==> src/rtl/sar_seq_pkg.sv <==
package sar_seq_pkg;

   typedef enum logic [1:0] {
      PH_IDLE = 2'd0,
      PH_SAMP = 2'd1,
      PH_SETL = 2'd2,
      PH_BITS = 2'd3
   } phase_e;

   localparam int unsigned SETTLE_CYCLES = 3;
   localparam int unsigned SAMP_STEP     = 8;
   localparam int unsigned SAMP_BASE     = 2;

endpackage

==> src/rtl/sar_phase_ctrl.sv <==
module sar_phase_ctrl
   import sar_seq_pkg::*;
#(
   parameter int RES_HI = 10,
   parameter int RES_LO = 8,
   parameter int SAM_W  = 3,
   parameter int CONV_W = 5,
   parameter int CNT_W  = 7,
   parameter int IDX_W  = 4
) (
   input  logic              clk,
   input  logic              rst_n,
   input  logic              accept_i,
   input  logic              mode10_i,
   input  logic [SAM_W-1:0]  sam_i,
   input  logic [CONV_W-1:0] conv_i,
   output logic              busy_o,
   output logic              sample_o,
   output logic              bits_o,
   output logic              tick_o,
   output logic              last_o,
   output logic [IDX_W-1:0]  idx_o,
   output logic              mode10_o
);

   phase_e            ph_q;
   logic [CNT_W-1:0]  cnt_q;
   logic [IDX_W-1:0]  idx_q;
   logic [CONV_W-1:0] conv_q;
   logic              mode_q;

   logic [CNT_W-1:0]  conv_eff;
   logic [CNT_W-1:0]  slot_full;
   logic [CNT_W-1:0]  slot_last;
   logic [CNT_W-1:0]  samp_load;
   logic [IDX_W-1:0]  idx_top;

   always_comb begin
      conv_eff  = (conv_q == '0) ? CNT_W'(1) : CNT_W'(conv_q);
      slot_full = (conv_eff << 1) - CNT_W'(1);
      slot_last = conv_eff - CNT_W'(1);
      samp_load = CNT_W'(SAMP_STEP) * CNT_W'(sam_i) + CNT_W'(SAMP_BASE - 1);
      idx_top   = mode_q ? IDX_W'(RES_HI - 1) : IDX_W'(RES_LO - 1);
   end

   always_ff @(posedge clk or negedge rst_n) begin
      if (!rst_n) begin
         ph_q   <= PH_IDLE;
         cnt_q  <= '0;
         idx_q  <= '0;
         conv_q <= '0;
         mode_q <= 1'b0;
      end else begin
         case (ph_q)
            PH_IDLE: begin
               if (accept_i) begin
                  ph_q   <= PH_SAMP;
                  cnt_q  <= samp_load;
                  conv_q <= conv_i;
                  mode_q <= mode10_i;
               end
            end
            PH_SAMP: begin
               if (cnt_q == '0) begin
                  ph_q  <= PH_SETL;
                  cnt_q <= CNT_W'(SETTLE_CYCLES - 1);
               end else begin
                  cnt_q <= cnt_q - CNT_W'(1);
               end
            end
            PH_SETL: begin
               if (cnt_q == '0) begin
                  ph_q  <= PH_BITS;
                  idx_q <= idx_top;
                  cnt_q <= slot_full;
               end else begin
                  cnt_q <= cnt_q - CNT_W'(1);
               end
            end
            PH_BITS: begin
               if (cnt_q == '0) begin
                  if (idx_q == '0) begin
                     ph_q <= PH_IDLE;
                  end else begin
                     idx_q <= idx_q - IDX_W'(1);
                     cnt_q <= (idx_q == IDX_W'(1)) ? slot_last : slot_full;
                  end
               end else begin
                  cnt_q <= cnt_q - CNT_W'(1);
               end
            end
            default: ph_q <= PH_IDLE;
         endcase
      end
   end

   assign busy_o   = (ph_q != PH_IDLE);
   assign sample_o = (ph_q == PH_SAMP);
   assign bits_o   = (ph_q == PH_BITS);
   assign tick_o   = bits_o && (cnt_q == '0);
   assign last_o   = tick_o && (idx_q == '0);
   assign idx_o    = idx_q;
   assign mode10_o = mode_q;

endmodule

==> src/rtl/sar_approx_reg.sv <==
module sar_approx_reg #(
   parameter int RES_HI = 10,
   parameter int IDX_W  = 4
) (
   input  logic              clk,
   input  logic              rst_n,
   input  logic              clear_i,
   input  logic              active_i,
   input  logic              tick_i,
   input  logic [IDX_W-1:0]  idx_i,
   input  logic              comp_i,
   output logic [RES_HI-1:0] trial_o,
   output logic [RES_HI-1:0] decided_o
);

   logic [RES_HI-1:0] sar_q;
   logic [RES_HI-1:0] mask;

   for (genvar g = 0; g < RES_HI; g++) begin : g_mask
      assign mask[g] = (idx_i == IDX_W'(g));
   end

   assign trial_o   = active_i ? (sar_q | mask) : '0;
   assign decided_o = comp_i ? (sar_q | mask) : sar_q;

   always_ff @(posedge clk or negedge rst_n) begin
      if (!rst_n) begin
         sar_q <= '0;
      end else if (clear_i) begin
         sar_q <= '0;
      end else if (tick_i) begin
         sar_q <= decided_o;
      end
   end

endmodule

==> src/rtl/sar_offset_sat.sv <==
module sar_offset_sat #(
   parameter int RES_HI = 10,
   parameter int RES_LO = 8,
   parameter int OFS_W  = 5
) (
   input  logic [RES_HI-1:0]       raw_i,
   input  logic signed [OFS_W-1:0] ofs_i,
   input  logic                    mode10_i,
   output logic [RES_HI-1:0]       res_o
);

   localparam int SUM_W = RES_HI + 2;
   localparam logic [RES_HI-1:0] FULL_HI = {RES_HI{1'b1}};
   localparam logic [RES_HI-1:0] FULL_LO = RES_HI'((1 << RES_LO) - 1);

   logic signed [SUM_W-1:0] sum;
   logic signed [SUM_W-1:0] full_s;
   logic [RES_HI-1:0]       full;

   always_comb begin
      full   = mode10_i ? FULL_HI : FULL_LO;
      full_s = $signed({2'b00, full});
      sum    = $signed({2'b00, raw_i}) + SUM_W'(ofs_i);
      if (sum < 0) begin
         res_o = '0;
      end else if (sum > full_s) begin
         res_o = full;
      end else begin
         res_o = sum[RES_HI-1:0];
      end
   end

endmodule

==> src/rtl/sar_seq_top.sv <==
module sar_seq_top #(
   parameter int RES_HI   = 10,
   parameter int RES_LO   = 8,
   parameter int TBYTE_W  = 8,
   parameter int SAM_W    = 3,
   parameter int OFS_W    = 5,
   parameter int CHAN_W   = 4,
   parameter int NUM_CHAN = 13
) (
   input  logic                clk,
   input  logic                rst_n,
   input  logic                start_i,
   input  logic                mode10_i,
   input  logic [TBYTE_W-1:0]  timing_i,
   input  logic [CHAN_W-1:0]   chan_i,
   input  logic [1:0]          src_i,
   input  logic [OFS_W-1:0]    ofs_i,
   input  logic                comp_hi_i,
   output logic                sample_en_o,
   output logic [RES_HI-1:0]   trial_code_o,
   output logic [CHAN_W-1:0]   chan_o,
   output logic [1:0]          src_o,
   output logic [RES_HI-1:0]   result_o,
   output logic                done_o,
   output logic                range_err_o
);

   localparam int CONV_W   = TBYTE_W - SAM_W;
   localparam int CONV_MAX = (1 << CONV_W) - 1;
   localparam int SAM_MAX  = (1 << SAM_W) - 1;
   localparam int CNT_W    = $clog2(2 * CONV_MAX + 8 * SAM_MAX + 3);
   localparam int IDX_W    = $clog2(RES_HI);

   if (RES_LO >= RES_HI) begin : g_bad_res
      $error("RES_LO must be below RES_HI");
   end
   if (OFS_W >= RES_LO) begin : g_bad_ofs
      $error("OFS_W must be below RES_LO");
   end
   if (NUM_CHAN > (1 << CHAN_W)) begin : g_bad_chan
      $error("NUM_CHAN does not fit CHAN_W");
   end
   if (SAM_W >= TBYTE_W) begin : g_bad_tbyte
      $error("SAM_W must leave room for the conversion count");
   end

   logic [SAM_W-1:0]  sam;
   logic [CONV_W-1:0] conv;
   logic              busy;
   logic              accept;
   logic              bits_act;
   logic              tick;
   logic              last;
   logic [IDX_W-1:0]  idx;
   logic              mode10_q;
   logic [RES_HI-1:0] decided;
   logic [RES_HI-1:0] adjusted;

   logic [RES_HI-1:0] result_q;
   logic              done_q;
   logic              range_q;
   logic [CHAN_W-1:0] chan_q;
   logic [1:0]        src_q;

   assign sam    = timing_i[TBYTE_W-1 -: SAM_W];
   assign conv   = timing_i[CONV_W-1:0];
   assign accept = start_i && !busy;

   sar_phase_ctrl #(
      .RES_HI (RES_HI),
      .RES_LO (RES_LO),
      .SAM_W  (SAM_W),
      .CONV_W (CONV_W),
      .CNT_W  (CNT_W),
      .IDX_W  (IDX_W)
   ) u_ctrl (
      .clk      (clk),
      .rst_n    (rst_n),
      .accept_i (accept),
      .mode10_i (mode10_i),
      .sam_i    (sam),
      .conv_i   (conv),
      .busy_o   (busy),
      .sample_o (sample_en_o),
      .bits_o   (bits_act),
      .tick_o   (tick),
      .last_o   (last),
      .idx_o    (idx),
      .mode10_o (mode10_q)
   );

   sar_approx_reg #(
      .RES_HI (RES_HI),
      .IDX_W  (IDX_W)
   ) u_sar (
      .clk       (clk),
      .rst_n     (rst_n),
      .clear_i   (accept),
      .active_i  (bits_act),
      .tick_i    (tick),
      .idx_i     (idx),
      .comp_i    (comp_hi_i),
      .trial_o   (trial_code_o),
      .decided_o (decided)
   );

   sar_offset_sat #(
      .RES_HI (RES_HI),
      .RES_LO (RES_LO),
      .OFS_W  (OFS_W)
   ) u_sat (
      .raw_i    (decided),
      .ofs_i    ($signed(ofs_i)),
      .mode10_i (mode10_q),
      .res_o    (adjusted)
   );

   always_ff @(posedge clk or negedge rst_n) begin
      if (!rst_n) begin
         result_q <= '0;
         done_q   <= 1'b0;
         range_q  <= 1'b0;
         chan_q   <= '0;
         src_q    <= '0;
      end else begin
         done_q <= last;
         if (last) begin
            result_q <= adjusted;
         end
         if (accept) begin
            chan_q  <= chan_i;
            src_q   <= src_i;
            range_q <= (sam == '0) || (conv < CONV_W'(2)) ||
                       (chan_i >= CHAN_W'(NUM_CHAN));
         end
      end
   end

   assign result_o    = result_q;
   assign done_o      = done_q;
   assign range_err_o = range_q;
   assign chan_o      = chan_q;
   assign src_o       = src_q;

endmodule

==> config.mk <==
export PLATFORM = sky130hd
export DESIGN_NAME = sar_seq_top
export DESIGN_NICKNAME = d
export VERILOG_FILES = /design/src/rtl/sar_seq_pkg.sv /design/src/rtl/sar_phase_ctrl.sv /design/src/rtl/sar_approx_reg.sv /design/src/rtl/sar_offset_sat.sv /design/src/rtl/sar_seq_top.sv
export SDC_FILE = /design/constraint.sdc
export NUM_CORES = 1
export LEC_CHECK = 0
export ABC_AREA = 1
export BUFFER_PORTS_ARGS = -buffer_cell sky130_fd_sc_hd__buf_2
export CAP_MARGIN = 20
export CORE_UTILIZATION = 34
export DETAILED_ROUTE_END_ITERATION = 7
export HOLD_SLACK_MARGIN = 0.08
export PLACE_DENSITY_LB_ADDON = 0.3
export SLEW_MARGIN = 0
export SYNTH_ARGS = -nofsm -noshare
export SYNTH_HDL_FRONTEND = slang
export SYNTH_HIERARCHICAL = 1
export SYNTH_SLANG_ARGS = --single-unit
==> constraint.sdc <==
create_clock -name clk -period 8.8 [get_ports clk]
set_clock_uncertainty 0.1 [all_clocks]
set_input_delay 0.88 -clock clk [delete_from_list [all_inputs] [get_ports clk]]
set_output_delay 0.88 -clock clk [all_outputs]
set_load 0.05 [all_outputs]
==> results of run 1 <==
## metrics by stage
step	hold WS, ns	area (sq um)	utilization [%]	cells	total power (W)
after CTS	0.372	4330	39.9	702	0.00133
after global placement	0.352	4190	38.7	693	0.00113
final	0.370	4330	39.9	702	0.00131
after floorplan	0.360	3790	-	505	0.000979
after global routing	0.385	4330	39.9	702	0.00143
after detailed placement	0.357	4210	38.8	694	0.00115
## power breakdown
group	total [W]	switching [W]	internal (W)
clock	0.000168	0.0000764	0.0000921
combinational	0.000791	0.000538	0.000253
sequential	0.000354	0.0000692	0.000285
## logic make-up after synthesis
| group | count (synthesis) |
|---|---|
| multiplexers | 12 |
| flip-flops | 47 |
| AND/OR/NAND/NOR | 256 |
| buffers and inverters | 89 |
| XOR/XNOR | 10 |
| adder cells (fa/ha/maj) | 24 |
| AO/OA/AOI/OAI | 67 |
## registers in the layout (all words and copies together) (netlist names), 2 cells and up
signal / flops
chan_o: 4
result_o: 10
src_o: 2
u_ctrl/cnt_q: 7
u_ctrl/conv_q: 5
u_ctrl/idx_o: 4
u_ctrl/ph_q: 2
u_sar/sar_q: 10
## path summary, 6_finish.rpt
| check | startpoint | endpoint | slack [ns] | depth (start not counted) |
|---|---|---|---|---|
| min | rst_n | result_o[1] | 0.37 | 1 |
| min in group clk | chan_o[2] | chan_o[2] | 0.38 | 2 |
| max reg2reg | u_ctrl/idx_o[3] | result_o[1] | 4.94 | 22 |
| max | comp_hi_i | result_o[1] | 4.88 | 22 |
| max in group asynchronous | rst_n | u_sar/sar_q[7] | 7.73 | 2 |
| min reg2reg | chan_o[2] | chan_o[2] | 0.38 | 2 |
## per-layer routing
metal | vias up | routed length (um)
met5 | - | 0
met4 | 0 | 125
met3 | 8 | 381
met2 | 76 | 4070
met1 | 1501 | 4290
li1 | 1711 | -
## cell type report
cell class              instances  area (sq um)
clock inverters                 2          35.0
inverters                      85           322
clock buffers                   6          82.6
well taps                     140           175
multi-input cells             369          2260
flip-flops and latches         47          1180
repair buffers                 53           280
fillers                      1143          6510
## cells in the final DEF, fill, tap and decap left out, drive strengths merged, types with 4 or more instances in the layout
cell type	instances
inv	84
a21oi	32
nand2	140
ha	23
nand4	4
nor2	57
xor2	8
nor3	5
dfrtp	47
o21ai	28
buf	53
clkbuf	6
mux2	12
nand3	44
## worst reg2reg max path, stage by stage (launching register included)
cell and delay (ns):
dfrtp_1 0.51, nor2_4 0.28, nand3_1 0.14, nand2_1 0.09
ha_1 0.18, inv_1 0.07, fa_1 0.41, inv_1 0.10
nand2_1 0.09, nand3_2 0.10, a31oi_1 0.10, xor2_1 0.19
ha_1 0.30, nand4_1 0.08, nor2_1 0.10, nand3_1 0.08
nor2_1 0.11, nand2_2 0.08, nand2_4 0.09, nand2_4 0.07
o21ai_0 0.18, inv_1 0.07, mux2_4 0.26
==> flow_summary.toml, run 1 <==
[global_routing]
busiest_layer = "met2"
track_usage_pct = 16.2
grt_use_met1_pct = 22.4
grt_use_met2_pct = 26.4
grt_max_degree = 35
antenna_found_initial = 0
grt-ovfl-total = 0
grt_first_pass_wirelength_mm = 15.0
grt_use_met3_pct = 2.54
grt_pass1_vias = 3111

[synthesis]
synth_area_leaders = "dfrtp_1 31%, nand2_1 13%, ha_1 7.6%, inv_1 7.5%, nor2_1 4.5%"
synth_xor_area_share_pct = 2.51
synth_seq_cells = 47
synth-simple-area-share_pct = 33.8
synth_compound_area_share_pct = 10.5
synth.distinct_cells = 43
syn-mean-instance-area_sq_um = 7.50
synthArstFlopShare_pct = 100
synth_edf_count = 0
synthesis.instances = 505
yosysMostFrequentCell = "nand2_1"
ys_top_cells_by_count = "127 x nand2_1, 76 x inv_1, 47 x dfrtp_1"
synth_mux_area_share_pct = 4.56
synthAdderAreaFrac_pct = 8.12
synth_top_area_share_pct = 31.0
post-synth-top-area-cell = "dfrtp_1"
yosys_most_used_dff = "dfrtp_1"
yosys_warnings = 6
synth_area_sq_um = 3790
yosysSeqAreaShare_pct = 31.0
synth_top_family_by_area = "simple AND/OR/NAND/NOR gates"
syn_nets = 553

[sta]
min_period_ns = 3.92
layout_setup_ws_ns = 4.88
worst_pin_slew_ns = 0.697
setup_viol = 0
fmax_mhz = 255
finalCritPeriodShare_pct = 44.5
slew_headroom_pct = 53.3
tns_ns = 0
rsz0062_at_grt = "no"
maxSlewViolCount = 0
hold_viol = 0

[critical_path]
cp.required_ns = 8.89
crit_path_max_fanout = 10
start_kind = "input port"
path_class = "input port to register"
path_buf_inv = 4
cpMaxStageDelayCell = "fa_1"
worstPathArrival_ns = 4.01
crit_chain = "buf_2 -> nand3_1 -> nand2_1 -> ha_1 -> inv_1 -> fa_1 -> inv_1 -> nand2_1 -> nand3_2 -> a31oi_1 -> xor2_1 -> ha_1 -> nand4_1 -> nor2_1 -> nand3_1 -> nor2_1 -> nand2_2 -> nand2_4 -> nand2_4 -> o21ai_0 -> inv_1 -> mux2_4"
cp-end-kind = "register"
cpMostUsedCell = "inv_1"
slowest_delay_ns = 0.41
crit_family = "simple AND/OR/NAND/NOR gates"

[final_layout]
drive_above_1_share_pct = 24.2
area_delta_synth_final_pct = 14.2
n_antenna_cell = 0
fin_nets = 609

[routing]
viasPerCell = 4.70
antenna_left = 0
drc_errors = 0
drt-total-wl_mm = 8.86
dr.pass1.iters = 5
detailedRoute.firstIterationViolations = 133
avgRoutedWirePerCell_um = 12.6
vias = 3296

[power]
max-vdd-ir-drop_mv = 0.155
leakagePower_nw = 2.34
p_per_area_nw_per_um2 = 304

[clocking]
ctsHoldBuffers = 0
cts_resized = 0
clk_pin_slew_worst_paths_ns = 0.10
cts-root-buf = "clkbuf_8"
numCtsBuffers = 5
insertion_delay_ns = 0.29
cts_buffer_depth = 2
cts_tree = "built"
post_cts_buffers = 0
htreeDepth = 2
cts.sinks = 47

[place]
globalplace.congestion = 0.889
dpl.hpwl_mm = 7.03
pre_cts_slack_ns = 4.59
portBuffers = 52

[die]
coreArea_sq_um = 10800
die_w_um = 108
initial_core_util_pct = 35.0
num_rows = 38
ios = 53
dieArea_sq_um = 11600
die_y_um = 108

[outcome]
outcome = "completed"

[min_path]
hp-class = "input port to asynchronous set/reset pin"

[flow_run]
maxCapViolations = 0
Power figures use the tool's default switching activity.
==> run 2, diff against run 1 <==
clock period = 3.45 ns   (was 8.8 ns; I/O delays follow)
==> flow_summary.toml, run 2 (same netlist as run 1, synthesis figures left out) <==
[global_routing]
track_usage_pct = 16.9
antenna_found_initial = 0
grt_pass1_vias = 3331
grt_first_pass_wirelength_mm = 15.6
grt-ovfl-total = 0
grt_max_degree = 31

[final_layout]
fin_nets = 644
finalNonFillerCells = 737
multi_input_area_sq_um = 2500
drive_above_1_share_pct = 35.0
fillers = 1102
final_cell_mix = "117 x nand2_1, 74 x inv_1, 52 x buf_2"
n_antenna_cell = 0
final_area_sq_um = 4850
regArea_sq_um = 1180
final_common_cell = "nand2_1"
area_delta_synth_final_pct = 27.9

[sta]
layout_setup_ws_ns = -0.0430
fmax_mhz = 286
slew_headroom_pct = 51.7
setup_viol = 5
maxSlewViolCount = 0
finalCritPeriodShare_pct = 101
rsz0062_at_grt = "yes"
hold_ws_ns = 0.137
worst_pin_slew_ns = 0.725
hold_viol = 0
min_period_ns = 3.49

[power]
p_int_w = 0.00184
max-vdd-ir-drop_mv = 0.500
leakagePower_nw = 2.52
swShare_pct = 50.6
total_power_w = 0.00372
pwr-share-seq_pct = 24.0
p_per_area_nw_per_um2 = 766
clkPwrFrac_pct = 12.3
p_sw_w = 0.00188
comb_power_share_pct = 63.8

[critical_path]
startpoint = "u_ctrl/idx_o[0]"
cpMostUsedCell = "nand2_2"
slowest_delay_ns = 0.48
cp.required_ns = 3.55
cpMaxStageDelayCell = "dfrtp_2"
worstPathArrival_ns = 3.59
regToRegStartpoint = "u_ctrl/idx_o[0]"
start_kind = "register"
worst-r2r-cell-count = 22
r2r_end = "result_o[3]"
crit_path_max_fanout = 7
path_class = "register to register"
r2r_slack_ns = -0.04
crit_chain = "nor2_4 -> nand3_2 -> nand2_2 -> ha_4 -> inv_2 -> fa_2 -> inv_2 -> nand2_2 -> nand3_4 -> a31oi_4 -> xor2_1 -> ha_1 -> nand4_1 -> nor2_1 -> nand3_1 -> nor2_2 -> nand2_2 -> nand2_4 -> nand2_8 -> o21ai_1 -> inv_1 -> mux2_4"
cp-end-kind = "register"

[clocking]
cts.sinks = 47
htreeDepth = 2
insertion_delay_ns = 0.31
numCtsBuffers = 5
cts_tree = "built"
clk_pin_slew_worst_paths_ns = 0.10
cts_buffer_depth = 2
cts-root-buf = "clkbuf_8"

[flow_run]
maxCapViolations = 0

[routing]
antenna_left = 0
drt-total-wl_mm = 9.42
detailedRoute.firstIterationViolations = 146
drc_errors = 0
avgRoutedWirePerCell_um = 12.8
dr.pass1.iters = 4
viasPerCell = 4.74
vias = 3493

[die]
die_w_um = 108
ios = 53
coreArea_sq_um = 10800
dieArea_sq_um = 11600
initial_core_util_pct = 35.0
die_y_um = 108
num_rows = 38

[min_path]
whs_path_depth = 3
hold_end = "src_o[0]"
hp-start = "src_i[0]"
hp-class = "input port to register"

[place]
portBuffers = 52
place_area_sq_um = 4410
dpl.hpwl_mm = 7.12
globalplace.congestion = 0.877
placed_cells = 720
pre_cts_slack_ns = -0.0885

[outcome]
violations = "negative setup slack"
outcome = "finished, violations left"
## run 2: worst max path at each step
| stage | to | slack, ns | depth (start not counted) |
|---|---|---|---|
| after floorplan | result_o[1] | 0.03 | 22 |
| after CTS | result_o[4] | 0.003 | 23 |
| after global placement | result_o[0] | -0.03 | 23 |
| final | result_o[3] | -0.04 | 22 |
| after detailed placement | result_o[1] | -0.09 | 23 |
| after global routing | result_o[0] | -0.22 | 22 |
## run 2: metrics by stage
stage	setup TNS [ns]	utilization, %
after floorplan	0	-
after global placement	-0.130	40.6
after detailed placement	-0.425	40.6
after CTS	0	42.9
after global routing	-1.79	44.7
final	-0.152	44.7
## run 2: power by group through the flow
stage               sequential, W  combinational, W  clock [W]
finish                   0.000891           0.00237   0.000456
global route             0.000916           0.00261   0.000497
CTS                      0.000886           0.00227   0.000474
detailed placement       0.000892           0.00218          0
global placement         0.000885           0.00215          0
floorplan                 0.00114           0.00136          0
## run 2: worst max-delay path: cells and delay by family, from the launching register on
kind                       cells  cell delay, ns
AOI/OAI and AO/OA              2            0.21
xor gates and xnor gates       1            0.18
adders and majority gates      3            0.83
buffers and inverters          3            0.16
DFF                            1            0.48
muxes                          1            0.25
and+or+nand+nor               12            1.19
## run 2: per-layer routing
layer,share of wire [%],up-vias,GRT usage (%)
li1,-,1788,-
met1,47,1636,22.8
met2,49,64,28.6
met3,3.6,5,2.36
met4,0.62,0,3.62
met5,0,-,0
## run 2: area by class of cell
cell class / count / area share [%]
inverters: 85 / 6.63
well taps: 140 / 3.61
flip-flops and latches: 47 / 24.4
clock inverters: 2 / 0.800
multi-input cells: 369 / 51.6
clock buffers: 6 / 1.70
repair buffers: 88 / 11.3
## run 2: timing repair
action,4_1_cts,5_1_grt
gates resized for setup,20,34
pin swaps,12,19
endpoints found under the hold margin,29,0
hold buffers,1,0
buffers inserted,5,3
setup endpoints to repair,9,10
==> run 3, diff against run 2 <==
REMOVE_ABC_BUFFERS = 1   (was unset)
==> flow_summary.toml, run 3 (same netlist as run 1, synthesis figures left out) <==
[final_layout]
final_cell_mix = "114 x nand2_1, 71 x inv_1, 55 x buf_4"
fin_nets = 668
final_area_sq_um = 5010
drive_above_1_share_pct = 38.5
n_antenna_cell = 0
area_delta_synth_final_pct = 32.1
final_common_cell = "nand2_1"

[die]
dieArea_sq_um = 11600
ios = 53
coreArea_sq_um = 10800
die_w_um = 108
num_rows = 38
die_y_um = 108
initial_core_util_pct = 35.0

[power]
comb_power_share_pct = 67.0
p_sw_w = 0.00191
leakagePower_nw = 2.61
swShare_pct = 50.9
p_per_area_nw_per_um2 = 750
total_power_w = 0.00375
clkPwrFrac_pct = 9.4
p_int_w = 0.00184
max-vdd-ir-drop_mv = 0.383
pwr-share-seq_pct = 23.7

[critical_path]
worst-r2r-cell-count = 20
crit_path_max_fanout = 7
r2r_end = "result_o[0]"
worstPathArrival_ns = 3.58
path_class = "register to register"
cp-end-kind = "register"
regToRegStartpoint = "u_ctrl/idx_o[0]"
cp.required_ns = 3.55
crit_chain = "inv_2 -> nor2_4 -> nand3_2 -> nand2_2 -> ha_4 -> a21oi_1 -> nand3_2 -> a31oi_1 -> xor2_1 -> ha_1 -> nand4_1 -> nor2_1 -> nand3_1 -> nor2_2 -> nand2_2 -> nand2_4 -> nand2_8 -> o21ai_2 -> inv_1 -> mux2_4"
start_kind = "register"
slowest_delay_ns = 0.47
cpMaxStageDelayCell = "dfrtp_2"
r2r_slack_ns = -0.03

[global_routing]
grt_max_degree = 30
antenna_found_initial = 0
track_usage_pct = 17.6
grt-ovfl-total = 0
grt_pass1_vias = 3586
grt_first_pass_wirelength_mm = 16.4

[sta]
rsz0062_at_grt = "yes"
min_period_ns = 3.48
layout_setup_ws_ns = -0.0317
maxSlewViolCount = 0
setup_viol = 6
tns_ns = -0.112
hold_viol = 0
fmax_mhz = 287
worst_pin_slew_ns = 0.754
finalCritPeriodShare_pct = 101
slew_headroom_pct = 49.5

[place]
globalplace.congestion = 0.856
dpl.hpwl_mm = 7.30
portBuffers = 52
place_area_sq_um = 4450

[flow_run]
maxCapViolations = 0

[min_path]
hp-start = "src_i[1]"
whs_path_depth = 3
hold_end = "src_o[1]"
hp-class = "input port to register"

[clocking]
cts.sinks = 47
htreeDepth = 2
cts_tree = "built"
numCtsBuffers = 5
insertion_delay_ns = 0.31
clk_pin_slew_worst_paths_ns = 0.10
cts-root-buf = "clkbuf_8"
cts_buffer_depth = 2

[routing]
vias = 3653
drt-total-wl_mm = 9.83
antenna_left = 0
viasPerCell = 4.80
avgRoutedWirePerCell_um = 12.9
dr.pass1.iters = 5
drc_errors = 0
detailedRoute.firstIterationViolations = 150

[outcome]
outcome = "finished, violations left"
violations = "negative setup slack"
[run 3: cell count changes in the layout (fill, tap and decap cells not counted), sizes merged]
cell / previous run / this run
buf: 87 / 111
clkinvlp: 0 / 2
bufinv: 1 / 0
clkbuf: 6 / 5
clkinv: 1 / 2
inv: 85 / 84
[run 3: metal layers]
metal	wire [um]	global-route usage [%]
met1	4560	23.2
met2	4750	30.1
met3	335	2.24
met4	190	4.99
met5	0	0
[run 3: critical path, delay by kind of cell, from the launching register on]
kind	cells	cell delay [ns]
xor+xnor	1	0.13
mux	1	0.25
compound gates	3	0.58
buf+inv	2	0.11
simple gates	11	1.22
flops	1	0.47
fa+ha+maj	2	0.52
[run 3: final cells by class]
cell class | count | area [sq um]
sequential | 47 | 1180
fill | 1077 | 5830
tap | 140 | 175
timing repair buffer | 112 | 728
clock inverter | 3 | 20.0
multi-input combinational | 369 | 2510
inverter | 85 | 322
clock buffer | 5 | 68.8
[run 3: through the flow]
stage               worst slack [ns]  util [%]  cells  hold WS, ns
detailed placement            -0.104      41.1    728        0.209
finish                       -0.0317      46.2    761        0.137
global route                  -0.233      46.2    761        0.133
global placement             -0.0620      41.1    728        0.201
floorplan                     0.0263         -    501      -0.0506
CTS                          0.00323      43.6    751        0.128
[run 3: timing repair]
item                       4_1_cts  5_1_grt
setup endpoints to repair        9       10
buffers inserted                14       10
pin swaps                        9       35
cloned                           0        0
gates resized for setup         22       45
hold buffers                     1        0
hold endpoints to repair        18        0
[run 3: power by group through the flow]
stage                     clock (W)  sequential [W]  combinational, W
after floorplan                   0         0.00114           0.00135
after global placement            0        0.000885           0.00220
after detailed placement          0        0.000890           0.00224
after CTS                  0.000367        0.000887           0.00235
after global routing       0.000384        0.000918           0.00276
final                      0.000352        0.000889           0.00251
[run 3: worst max-delay path by stage]
stage	from	endpoint	slack (ns)	depth (start not counted)
2_1_floorplan	u_ctrl/idx_o[3]	result_o[1]	0.03	22
3_3_place_gp	u_ctrl/idx_o[3]	result_o[3]	-0.06	22
3_5_place_dp	u_ctrl/idx_o[0]	result_o[1]	-0.10	23
4_1_cts	u_ctrl/idx_o[0]	result_o[0]	0.003	22
5_1_grt	u_ctrl/idx_o[0]	result_o[0]	-0.23	20
6_report	u_ctrl/idx_o[0]	result_o[0]	-0.03	20
